==> src/rtl/sat_alu_pkg.sv <==
package sat_alu_pkg;

  typedef enum logic [2:0] {
    OP_ADD    = 3'd0,
    OP_SUB    = 3'd1,
    OP_SHL    = 3'd2,
    OP_NARROW = 3'd3,
    OP_MUL_LL = 3'd4,
    OP_MUL_HL = 3'd5,
    OP_MUL_LH = 3'd6,
    OP_PASS   = 3'd7
  } opcode_e;

  typedef enum logic [2:0] {
    UNIT_ADD,
    UNIT_SHL,
    UNIT_NARROW,
    UNIT_MUL,
    UNIT_PASS
  } unit_e;

  // strobes from control to datapath
  typedef struct packed {
    unit_e unitSel;
    logic  negB;   // subtract: invert opB and carry in
    logic  hiA;    // multiply uses upper half of opA
    logic  hiB;    // multiply uses upper half of opB
  } dp_strobe_t;

endpackage

==> src/rtl/sat_alu_dp.sv <==
module sat_alu_dp
  import sat_alu_pkg::*;
#(
  parameter int DATA_W = 32,
  parameter int EXT_W  = 8,
  parameter int SH_W   = 5
) (
  input  dp_strobe_t          strobe,
  input  logic [DATA_W-1:0]   opA,
  input  logic [DATA_W-1:0]   opB,
  input  logic [EXT_W-1:0]    opExt,
  input  logic [SH_W-1:0]     shAmt,
  output logic [DATA_W-1:0]   result,
  output logic                ovf
);

  localparam int HALF_W = DATA_W / 2;
  localparam int WIDE_W = DATA_W + EXT_W;
  localparam int DBL_W  = 2 * DATA_W;
  localparam logic [DATA_W-1:0] POS_LIM = {1'b0, {(DATA_W-1){1'b1}}};
  localparam logic [DATA_W-1:0] NEG_LIM = {1'b1, {(DATA_W-1){1'b0}}};

  // ---------------- add / subtract ----------------
  logic [DATA_W-1:0] bAdj;
  logic [DATA_W:0]   sum;
  logic              addOvf;

  always_comb begin
    bAdj   = strobe.negB ? ~opB : opB;
    sum    = {opA[DATA_W-1], opA} + {bAdj[DATA_W-1], bAdj} + {{DATA_W{1'b0}}, strobe.negB};
    addOvf = sum[DATA_W] ^ sum[DATA_W-1];
  end

  // ---------------- left shift ----------------
  logic [DBL_W-1:0]  shWide;
  logic [DATA_W:0]   shTop;
  logic              shOvf;

  always_comb begin
    shWide = {{DATA_W{opA[DATA_W-1]}}, opA} << shAmt;
    shTop  = shWide[DBL_W-1:DATA_W-1];
    shOvf  = !((&shTop) || !(|shTop));
  end

  // ---------------- 40-to-32 narrowing ----------------
  logic [WIDE_W-1:0]   wideVal;
  logic [EXT_W:0]      wideTop;
  logic                narOvf;

  always_comb begin
    wideVal = {opExt, opA};
    wideTop = wideVal[WIDE_W-1:DATA_W-1];
    narOvf  = !((&wideTop) || !(|wideTop));
  end

  // ---------------- fractional multiply ----------------
  logic [HALF_W-1:0] mulA, mulB;
  logic [DATA_W-1:0] mulAx, mulBx, prod;
  logic [DATA_W-1:0] prodDbl;
  logic              mulOvf;

  always_comb begin
    mulA    = strobe.hiA ? opA[DATA_W-1:HALF_W] : opA[HALF_W-1:0];
    mulB    = strobe.hiB ? opB[DATA_W-1:HALF_W] : opB[HALF_W-1:0];
    mulAx   = {{HALF_W{mulA[HALF_W-1]}}, mulA};
    mulBx   = {{HALF_W{mulB[HALF_W-1]}}, mulB};
    prod    = mulAx * mulBx;
    prodDbl = {prod[DATA_W-2:0], 1'b0};
    // only min*min reaches 2^(DATA_W-2), whose doubling leaves the range
    mulOvf  = prod[DATA_W-1] ^ prod[DATA_W-2];
  end

  // ---------------- result select and clamp ----------------
  logic [DATA_W-1:0] rawVal;
  logic              rawOvf;
  logic              negSide;

  always_comb begin
    rawVal  = opA;
    rawOvf  = 1'b0;
    negSide = 1'b0;
    case (strobe.unitSel)
      UNIT_ADD: begin
        rawVal  = sum[DATA_W-1:0];
        rawOvf  = addOvf;
        negSide = sum[DATA_W];
      end
      UNIT_SHL: begin
        rawVal  = shWide[DATA_W-1:0];
        rawOvf  = shOvf;
        negSide = opA[DATA_W-1];
      end
      UNIT_NARROW: begin
        rawVal  = opA;
        rawOvf  = narOvf;
        negSide = opExt[EXT_W-1];
      end
      UNIT_MUL: begin
        rawVal  = prodDbl;
        rawOvf  = mulOvf;
        negSide = 1'b0;
      end
      default: begin
        rawVal  = opA;
        rawOvf  = 1'b0;
        negSide = 1'b0;
      end
    endcase
    ovf    = rawOvf;
    result = rawOvf ? (negSide ? NEG_LIM : POS_LIM) : rawVal;
  end

  // a clamped result is always one of the two limits
  always_comb begin
    if (ovf) begin
      assert_clamp_limit_R1: assert (result == POS_LIM || result == NEG_LIM)
        else $error("clamped result is not a range limit");
    end
  end

  // the pass unit never reports overflow
  always_comb begin
    if (strobe.unitSel == UNIT_PASS) begin
      assert_pass_no_ovf_R11: assert (!ovf && result == opA)
        else $error("pass unit altered operand");
    end
  end

endmodule

==> src/rtl/sat_alu_ctrl.sv <==
module sat_alu_ctrl
  import sat_alu_pkg::*;
#(
  parameter int REG_W    = 32,
  parameter int FLAG_POS = 9
) (
  input  logic             clk,
  input  logic             rstN,
  input  logic             opValid,
  input  logic [2:0]       opCode,
  input  logic             dpOvf,
  input  logic             statWrEn,
  input  logic [REG_W-1:0] statWrData,
  output dp_strobe_t       strobe,
  output logic [REG_W-1:0] statRdData
);

  localparam logic [REG_W-1:0] FLAG_MASK = REG_W'(1) << FLAG_POS;

  // ---------------- opcode decode ----------------
  opcode_e opSel;

  always_comb begin
    opSel          = opcode_e'(opCode);
    strobe.unitSel = UNIT_PASS;
    strobe.negB    = 1'b0;
    strobe.hiA     = 1'b0;
    strobe.hiB     = 1'b0;
    case (opSel)
      OP_ADD:    strobe.unitSel = UNIT_ADD;
      OP_SUB:  begin strobe.unitSel = UNIT_ADD; strobe.negB = 1'b1; end
      OP_SHL:    strobe.unitSel = UNIT_SHL;
      OP_NARROW: strobe.unitSel = UNIT_NARROW;
      OP_MUL_LL: strobe.unitSel = UNIT_MUL;
      OP_MUL_HL: begin strobe.unitSel = UNIT_MUL; strobe.hiA = 1'b1; end
      OP_MUL_LH: begin strobe.unitSel = UNIT_MUL; strobe.hiB = 1'b1; end
      default:   strobe.unitSel = UNIT_PASS;
    endcase
  end

  // ---------------- sticky status register ----------------
  logic             satHit;
  logic [REG_W-1:0] statReg, statNext;

  always_comb begin
    satHit = opValid && dpOvf;
    if (satHit)        statNext = statReg | FLAG_MASK;
    else if (statWrEn) statNext = statWrData & FLAG_MASK;
    else               statNext = statReg;
  end

  always_ff @(posedge clk or negedge rstN) begin
    if (!rstN) statReg <= '0;
    else       statReg <= statNext;
  end

  assign statRdData = statReg;

  // ---------------- assertions ----------------
  assert_reserved_zero_R7: assert property (@(posedge clk) disable iff (!rstN)
    (statRdData & ~FLAG_MASK) == '0)
    else $error("reserved status bit set");

  assert_sat_sets_R8: assert property (@(posedge clk) disable iff (!rstN)
    (opValid && dpOvf) |=> statRdData[FLAG_POS])
    else $error("clamp did not set flag");

  assert_sticky_hold_R9: assert property (@(posedge clk) disable iff (!rstN)
    (statRdData[FLAG_POS] && !statWrEn) |=> statRdData[FLAG_POS])
    else $error("flag dropped without a write");

  assert_no_spurious_set_R9: assert property (@(posedge clk) disable iff (!rstN)
    (!statRdData[FLAG_POS] && !(opValid && dpOvf) && !(statWrEn && statWrData[FLAG_POS]))
      |=> !statRdData[FLAG_POS])
    else $error("flag rose without cause");

  assert_write_clear_R10: assert property (@(posedge clk) disable iff (!rstN)
    (statWrEn && !statWrData[FLAG_POS] && !(opValid && dpOvf)) |=> !statRdData[FLAG_POS])
    else $error("write of zero did not clear flag");

endmodule

==> src/rtl/sat_alu.sv <==
module sat_alu
  import sat_alu_pkg::*;
#(
  parameter int DATA_W   = 32,
  parameter int EXT_W    = 8,
  parameter int SH_W     = 5,
  parameter int FLAG_POS = 9
) (
  input  logic              clk,
  input  logic              rstN,
  input  logic              opValid,
  input  logic [2:0]        opCode,
  input  logic [DATA_W-1:0] opA,
  input  logic [DATA_W-1:0] opB,
  input  logic [EXT_W-1:0]  opExt,
  input  logic [SH_W-1:0]   shAmt,
  output logic [DATA_W-1:0] result,
  input  logic              statWrEn,
  input  logic [DATA_W-1:0] statWrData,
  output logic [DATA_W-1:0] statRdData
);

  dp_strobe_t strobe;
  logic       dpOvf;

  sat_alu_ctrl #(
    .REG_W    (DATA_W),
    .FLAG_POS (FLAG_POS)
  ) u_ctrl (
    .clk        (clk),
    .rstN       (rstN),
    .opValid    (opValid),
    .opCode     (opCode),
    .dpOvf      (dpOvf),
    .statWrEn   (statWrEn),
    .statWrData (statWrData),
    .strobe     (strobe),
    .statRdData (statRdData)
  );

  sat_alu_dp #(
    .DATA_W (DATA_W),
    .EXT_W  (EXT_W),
    .SH_W   (SH_W)
  ) u_dp (
    .strobe (strobe),
    .opA    (opA),
    .opB    (opB),
    .opExt  (opExt),
    .shAmt  (shAmt),
    .result (result),
    .ovf    (dpOvf)
  );

endmodule

==> config.mk <==
export PLATFORM = sky130hd
export DESIGN_NAME = sat_alu
export DESIGN_NICKNAME = d
export VERILOG_FILES = /design/src/rtl/sat_alu_pkg.sv /design/src/rtl/sat_alu_dp.sv /design/src/rtl/sat_alu_ctrl.sv /design/src/rtl/sat_alu.sv
export SDC_FILE = /design/constraint.sdc
export NUM_CORES = 1
export LEC_CHECK = 0
export ABC_AREA = 1
export BUFFER_PORTS_ARGS = -buffer_cell sky130_fd_sc_hd__buf_2
export CAP_MARGIN = 20
export CELL_PAD_IN_SITES_DETAIL_PLACEMENT = 2
export CELL_PAD_IN_SITES_GLOBAL_PLACEMENT = 2
export CORE_MARGIN = 4
export CORE_UTILIZATION = 34
export CTS_CLUSTER_DIAMETER = 40
export DETAILED_ROUTE_END_ITERATION = 7
export MAX_ROUTING_LAYER = met4
export PLACE_DENSITY_LB_ADDON = 0.1
export SLEW_MARGIN = 0
export SYNTH_ARGS = -nofsm -noshare
export SYNTH_HDL_FRONTEND = slang
export SYNTH_SLANG_ARGS = --single-unit
==> constraint.sdc <==
create_clock -name clk -period 15.9 [get_ports clk]
set_clock_uncertainty 0.15 [all_clocks]
set_input_delay 3.975 -clock clk [delete_from_list [all_inputs] [get_ports clk]]
set_output_delay 3.975 -clock clk [all_outputs]
set_load 0.01 [all_outputs]
# [Word level (Yosys, flattened, before mapping)]
# Cells that the tools add are included.
[word_totals] reg_bits=1 in_bits=116 output_inout_bits=64 wordCells=47
[classes] n_addsub=2 n_mul=1 n_eq_ne=9 shifts=1 n_mux=14 n_bitwise=3 reduce_logical=16
[ops] op="$mux W32" n=3
[ops] op="$pmux W32 S3" n=1
[ops] op="$shl A64 B5 Y64" n=1
[ops] op="$add A32 B32 Y33" n=1
[ops] op="$add A33 B1 Y33" n=1
[ops] op="$reduce_and A33 Y1" n=1
[ops] op="$reduce_or A33 Y1" n=1
[ops] op="$mul A16 B16 Y32" n=1
[ops] op="$mux W16" n=2
[ops] op="$not A32 Y32" n=1
[ops] op="$mux W10" n=2
[ops] op="$eq A3 B2 Y1 const B" n=4
[ops] op="$pmux W3 S4" n=1
[ops] op="$eq A3 B3 Y1 const B" n=3
[ops] op="$reduce_and A9 Y1" n=1
[ops] op="$reduce_or A9 Y1" n=1
[ops] op="$eq A3 B1 Y1 const B" n=2
[ops] op="$logic_not A3 Y1" n=2
[ops] op="$logic_not A1 Y1" n=4
[ops] op="$pmux W1 S4" n=1
[ops] op="$mux W1" n=3
[ops] op="$pmux W1 S3" n=1
[ops] op="$reduce_or A3 Y1" n=1
[ops] op="$logic_or A1 B1 Y1" n=2
[ops] op="4 further kinds" n=5

# [Depth between registers and ports, before layout]
[depth] ltp_word=9 ltp_mapped=39 depth_no_buf=36

# [Cells and area by module]
# A second synthesis with hierarchy kept.
[unflattened] cells_unflattened=2705 hier_area_um2=17254.0
[by_module_without_submodules] module="sat_alu_dp" n_inst=1 cells_each=2654 area_per_inst_um2=16908.7 seq_area_each_um2=0.0
[by_module_without_submodules] module="sat_alu_ctrl" n_inst=1 cells_each=51 area_per_inst_um2=345.3 seq_area_each_um2=25.0

# [Least setup slack after synthesis]
# Ideal clock, no wire load.
[synth_path] path_type="in2out" startpoint="input port opCode[0]" endpoint="output port result[10]" arrival_time_ps=10456 t_required_ps=11775 path_slack_ps=1319 stages=29 path_buffers=2 cell_sequence="nand3b_1 -> clkbuf_1 -> o21ai_1 -> clkinv_1 -> nor2_1 -> fa_1 -> fa_1 -> fa_1 -> inv_1 -> fa_1 -> fa_1 -> fa_1 -> inv_1 -> ha_1 -> a21oi_1 -> a21boi_0 -> nand2_1 -> a21oi_1 -> nand2_1 -> nand2_1 -> nand2_1 -> inv_1 -> nand2_1 -> nand3_1 -> nand2_1 -> inv_1 -> buf_2 -> nand4_1 -> nand2_2"
[synth_via] elab_chain_cells=8 elab_cells_between_ends=30 classes_between="add/sub (2); mul (1); eq/ne (9); mux (12); bitwise (2); reduce/logical (4)"
[synth_lines] element="from (decl)" line="sat_alu.sv:12" source="input logic [2:0] opCode,"
[synth_lines] element="$eq A3 B1 Y1" line="sat_alu_ctrl.sv:29" source="case (opSel)"
[synth_lines] element="$mux W1" line="sat_alu_ctrl.sv:29"
[synth_lines] element="$mux W32" line="sat_alu_dp.sv:29" source="bAdj = strobe.negB ? ~opB : opB;"
[synth_lines] element="$add A32 B32 Y33" line="sat_alu_dp.sv:30" source="sum = {opA[DATA_W-1], opA} + {bAdj[DATA_W-1], bAdj} + {{DATA_W{1'b0}}, strobe.negB};"
[synth_lines] element="$add A33 B1 Y33" line="sat_alu_dp.sv:30"
[synth_lines] element="$xor A1 B1 Y1 or $pmux W1 S3 (tied branches)" line="sat_alu_dp.sv:31, sat_alu_dp.sv:82"
[synth_lines] element="$pmux W1 S4 or $mux W32 (tied branches)" line="sat_alu_dp.sv:82, sat_alu_dp.sv:110"
[synth_lines] element="$mux W32 (*)" line="sat_alu_dp.sv:110" source="result = rawOvf ? (negSide ? NEG_LIM : POS_LIM) : rawVal;"
[synth_lines] element="to (decl)" line="sat_alu.sv:17" source="output logic [DATA_W-1:0] result,"
# Mark *: on every way between the ends. The rest lies on a longest branch, timed or not.

# [Worst setup path after layout]
[layout_path] startpoint="input port opCode[2]" endpoint="output port result[1]"
# Same word-level chain as after synthesis.

==> metrics.txt <==
# TYPE chip_impl_metric gauge
chip_impl_info{name="synth.most_common_cell",value="sky130_fd_sc_hd__nand2_1"} 1
chip_impl_info{name="status",value="finished, final reports clean"} 1
chip_impl_metric{name="setup_total_negative_slack",unit="ps"} 0
chip_impl_info{name="synth_top_cells_by_count",value="620 x sky130_fd_sc_hd__nand2_1, 473 x sky130_fd_sc_hd__inv_1, 280 x sky130_fd_sc_hd__nor2_1"} 1
chip_impl_metric{name="slack_of_the_critical_path",unit="ps"} 304.9
chip_impl_info{name="netlist.top_cell.by_area",value="sky130_fd_sc_hd__fa_1"} 1
chip_impl_metric{name="post_route_cells_drive_above_1_share",unit=""} 0.1009
chip_impl_metric{name="source_to_sink_clock_delay_at_the_later_pin_of_the_worst_skew_pair",unit="ps"} 0
chip_impl_info{name="worstSetupEndpointType",value="primary output"} 1
chip_impl_metric{name="routed_length_per_placed_instance",unit="um"} 24.64
chip_impl_info{name="hold_path_class",value="flip-flop to flip-flop"} 1
chip_impl_metric{name="synth_area_per_cell",unit="um2"} 6.445
chip_impl_info{name="slowest_stage",value="sky130_fd_sc_hd__fa_1"} 1
chip_impl_metric{name="fp.dieW",unit="um"} 230.4
chip_impl_info{name="critPathMostFrequentCell",value="sky130_fd_sc_hd__nand2_1"} 1
chip_impl_metric{name="detail_route.iter0.violations",unit=""} 1018
chip_impl_metric{name="post_cts_hold_buffer_count",unit=""} 0
chip_impl_info{name="timing.setup.critical_path_class",value="input port to primary output"} 1
chip_impl_metric{name="fillers",unit=""} 6105
chip_impl_metric{name="post-route-min-period",unit="ps"} 15600
chip_impl_info{name="crit_start",value="opCode[2]"} 1
chip_impl_metric{name="cp_slowest_stage_delay",unit="ps"} 540
chip_impl_metric{name="io-pin-count",unit=""} 180
chip_impl_metric{name="async_set_reset_flop_share_out_of_synthesis",unit=""} 1.000
chip_impl_metric{name="core",unit="mm2"} 0.04895
chip_impl_metric{name="syn_area",unit="mm2"} 0.01682
chip_impl_metric{name="detail-route-antenna-nets",unit=""} 0
chip_impl_info{name="min-delay-start",value="u_ctrl.statRdData[9]"} 1
chip_impl_metric{name="final_max_slew_viol_count",unit=""} 0
chip_impl_metric{name="count_of_final_setup_violators",unit=""} 0
chip_impl_metric{name="die_h",unit="um"} 230.4
chip_impl_metric{name="final_hold_viol_count",unit=""} 0
chip_impl_metric{name="synthCells",unit=""} 2609
chip_impl_metric{name="gr-total-overflow",unit=""} 0
chip_impl_metric{name="totalWireLength",unit="um"} 83370
chip_impl_metric{name="post-route-drc-count",unit=""} 0
chip_impl_metric{name="worstMarginPinSlew",unit="ps"} 1100
chip_impl_metric{name="design.die.area",unit="mm2"} 0.05308
chip_impl_metric{name="fin_nets",unit=""} 3209
chip_impl_metric{name="finish.instance_area",unit="mm2"} 0.01839
chip_impl_metric{name="floorplan.rows",unit=""} 81
chip_impl_metric{name="grt_first_pass_wirelength",unit="um"} 123900
chip_impl_metric{name="drt_pre_antenna_iters",unit=""} 5
chip_impl_info{name="ys_top_cells_by_area",value="sky130_fd_sc_hd__fa_1 31%, sky130_fd_sc_hd__nand2_1 14%, sky130_fd_sc_hd__inv_1 11%"} 1
chip_impl_metric{name="hpwlAfterDp",unit="um"} 71950
chip_impl_metric{name="stdcell_count",unit=""} 3384
chip_impl_metric{name="critical_path_arrival",unit="ps"} 11470
chip_impl_metric{name="pin_count_of_the_biggest_net_entering_global_routing",unit=""} 47
chip_impl_metric{name="dpl_cell_area",unit="mm2"} 0.01821
chip_impl_metric{name="post_drt_via_cell_ratio",unit=""} 5.411
chip_impl_metric{name="vias",unit=""} 18310
chip_impl_info{name="start_kind",value="input port"} 1
chip_impl_metric{name="global_route_total_usage_across_every_layer",unit=""} 0.3139
chip_impl_metric{name="maximum_achievable_frequency",unit="GHz"} 0.06412
chip_impl_metric{name="place_congestion",unit=""} 0.9486
chip_impl_metric{name="largest_register_ffs",unit=""} 1
chip_impl_metric{name="synth-edff-count",unit=""} 0
chip_impl_metric{name="timing.max_cap.violations",unit=""} 0
chip_impl_metric{name="post_route_fraction_of_the_period_consumed_by_the_critical_path",unit=""} 0.9808
chip_impl_metric{name="clk_pin_slew",unit="ps"} 0
chip_impl_metric{name="yosys_register_bits",unit=""} 1
chip_impl_metric{name="netlist.area_leader.share",unit=""} 0.3131
chip_impl_metric{name="path_max_fanout",unit=""} 30
chip_impl_metric{name="dpl.cell_count",unit=""} 3369
chip_impl_metric{name="post-place-ws",unit="ps"} -37.20
chip_impl_info{name="rr_startpoint",value="u_ctrl.statRdData[9]"} 1
chip_impl_metric{name="floorplan.initialDensity",unit=""} 0.3435
chip_impl_info{name="synth-main-ff-cell",value="sky130_fd_sc_hd__dfrtp_1"} 1
chip_impl_metric{name="synth.distinct_cells",unit=""} 54
chip_impl_metric{name="worstPathRequired",unit="ps"} 11780
chip_impl_metric{name="slew_headroom",unit=""} 0.2641
chip_impl_metric{name="yosysSeqAreaShare",unit=""} 0.001488
chip_impl_metric{name="area_delta_synth_final",unit="%"} 9.338
chip_impl_metric{name="synth_warnings",unit=""} 0
chip_impl_metric{name="place.port_buffers",unit=""} 117
chip_impl_metric{name="antenna_found_initial",unit=""} 5
chip_impl_metric{name="first_global_vias",unit=""} 20330
cell usage in the layout, fill, tap and decap left out, types with 5 or more instances in the layout:
cell type,count
sky130_fd_sc_hd__nand2_1,619
sky130_fd_sc_hd__inv_1,467
sky130_fd_sc_hd__nand3_1,277
sky130_fd_sc_hd__nor2_1,276
sky130_fd_sc_hd__fa_1,261
sky130_fd_sc_hd__buf_2,117
sky130_fd_sc_hd__ha_1,109
sky130_fd_sc_hd__a21oi_1,87
sky130_fd_sc_hd__o21ai_0,85
sky130_fd_sc_hd__buf_4,68
sky130_fd_sc_hd__nand4_1,60
sky130_fd_sc_hd__nand2_2,35
sky130_fd_sc_hd__conb_1,31
sky130_fd_sc_hd__xor2_1,24
sky130_fd_sc_hd__xnor2_1,24
sky130_fd_sc_hd__o21ai_1,21
sky130_fd_sc_hd__nor3_1,16
sky130_fd_sc_hd__a21boi_0,16
sky130_fd_sc_hd__o21bai_1,11
sky130_fd_sc_hd__a21o_1,11
sky130_fd_sc_hd__nand3b_1,9
sky130_fd_sc_hd__or2_2,9
sky130_fd_sc_hd__inv_2,6
sky130_fd_sc_hd__a31oi_1,6
sky130_fd_sc_hd__o2111ai_1,6
sky130_fd_sc_hd__diode_2,5
sky130_fd_sc_hd__clkinvlp_4,5
sky130_fd_sc_hd__nor2_2,5
sky130_fd_sc_hd__nand3_2,5
per-layer routing:
metal / share of wire / vias to the layer above / track usage
met3: 0.042 / 167 / 0.02530
met2: 0.49 / 479 / 0.5412
met4: 0.051 / 0 / 0.1261
li1: - / 8294 / -
met5: 0 / - / -
met1: 0.42 / 9370 / 0.3817
metrics by stage:
step | util | hold WS [ps]
final | 0.3756 | 371.9
after global routing | 0.3756 | 412.1
after CTS | 0.3724 | 379.5
after detailed placement | 0.3720 | 377.4
after global placement | 0.3720 | 333.5
after floorplan | - | 382.3
cell families (layout without fill, tap and decap cells):
| logic type | count (synthesis) | in the layout | share of synthesized area |
|---|---|---|---|
| fa+ha+maj | 376 | 376 | 0.3972 |
| flops | 1 | 1 | 0.001488 |
| xor+xnor | 48 | 48 | 0.02500 |
| other cells | 1 | 36 | 0.0002230 |
| mux | 1 | 1 | 0.0005953 |
| simple gates | 1324 | 1324 | 0.3399 |
| buf+inv | 599 | 675 | 0.1482 |
| compound gates | 259 | 259 | 0.08743 |
layout make-up:
cell class,instances,area (um2),area share
flip-flops and latches,1,25.02,0.001361
diodes,5,12.51,0.0006805
multi-input cells,2039,14460,0.7862
inverters,483,1839,0.1000
well taps,664,830.8,0.04519
repair buffers,192,1224,0.06655
final timing paths:
check                      slack, ps                    to  depth (start not counted)
hold / removal                   370  u_ctrl.statRdData[9]                          2
min in group asynchronous       3600  u_ctrl.statRdData[9]                          1
setup reg to reg               15040  u_ctrl.statRdData[9]                          2
hold reg to reg                  370  u_ctrl.statRdData[9]                          2
setup / recovery                 300             result[1]                         39
max in group asynchronous      11910  u_ctrl.statRdData[9]                          1
worst max-delay path: cells and delay by family:
family | cells | cell delay, ps
compound gates | 2 | 790
fa+ha+maj | 7 | 3460
simple gates | 17 | 1620
buf+inv | 13 | 1560
timing repair:
| item | in CTS | in global routing |
|---|---|---|
| hold endpoints to repair | 0 | 0 |
| pin swaps | 0 | 0 |
| gates resized for setup | 4 | 25 |
| cloned | 0 | 1 |
| endpoints found under the setup margin | 31 | 32 |
| setup buffers | 2 | 7 |
Power is not shown: default switching activity piles up to over one toggle a cycle in this logic, so the estimate is an artifact.
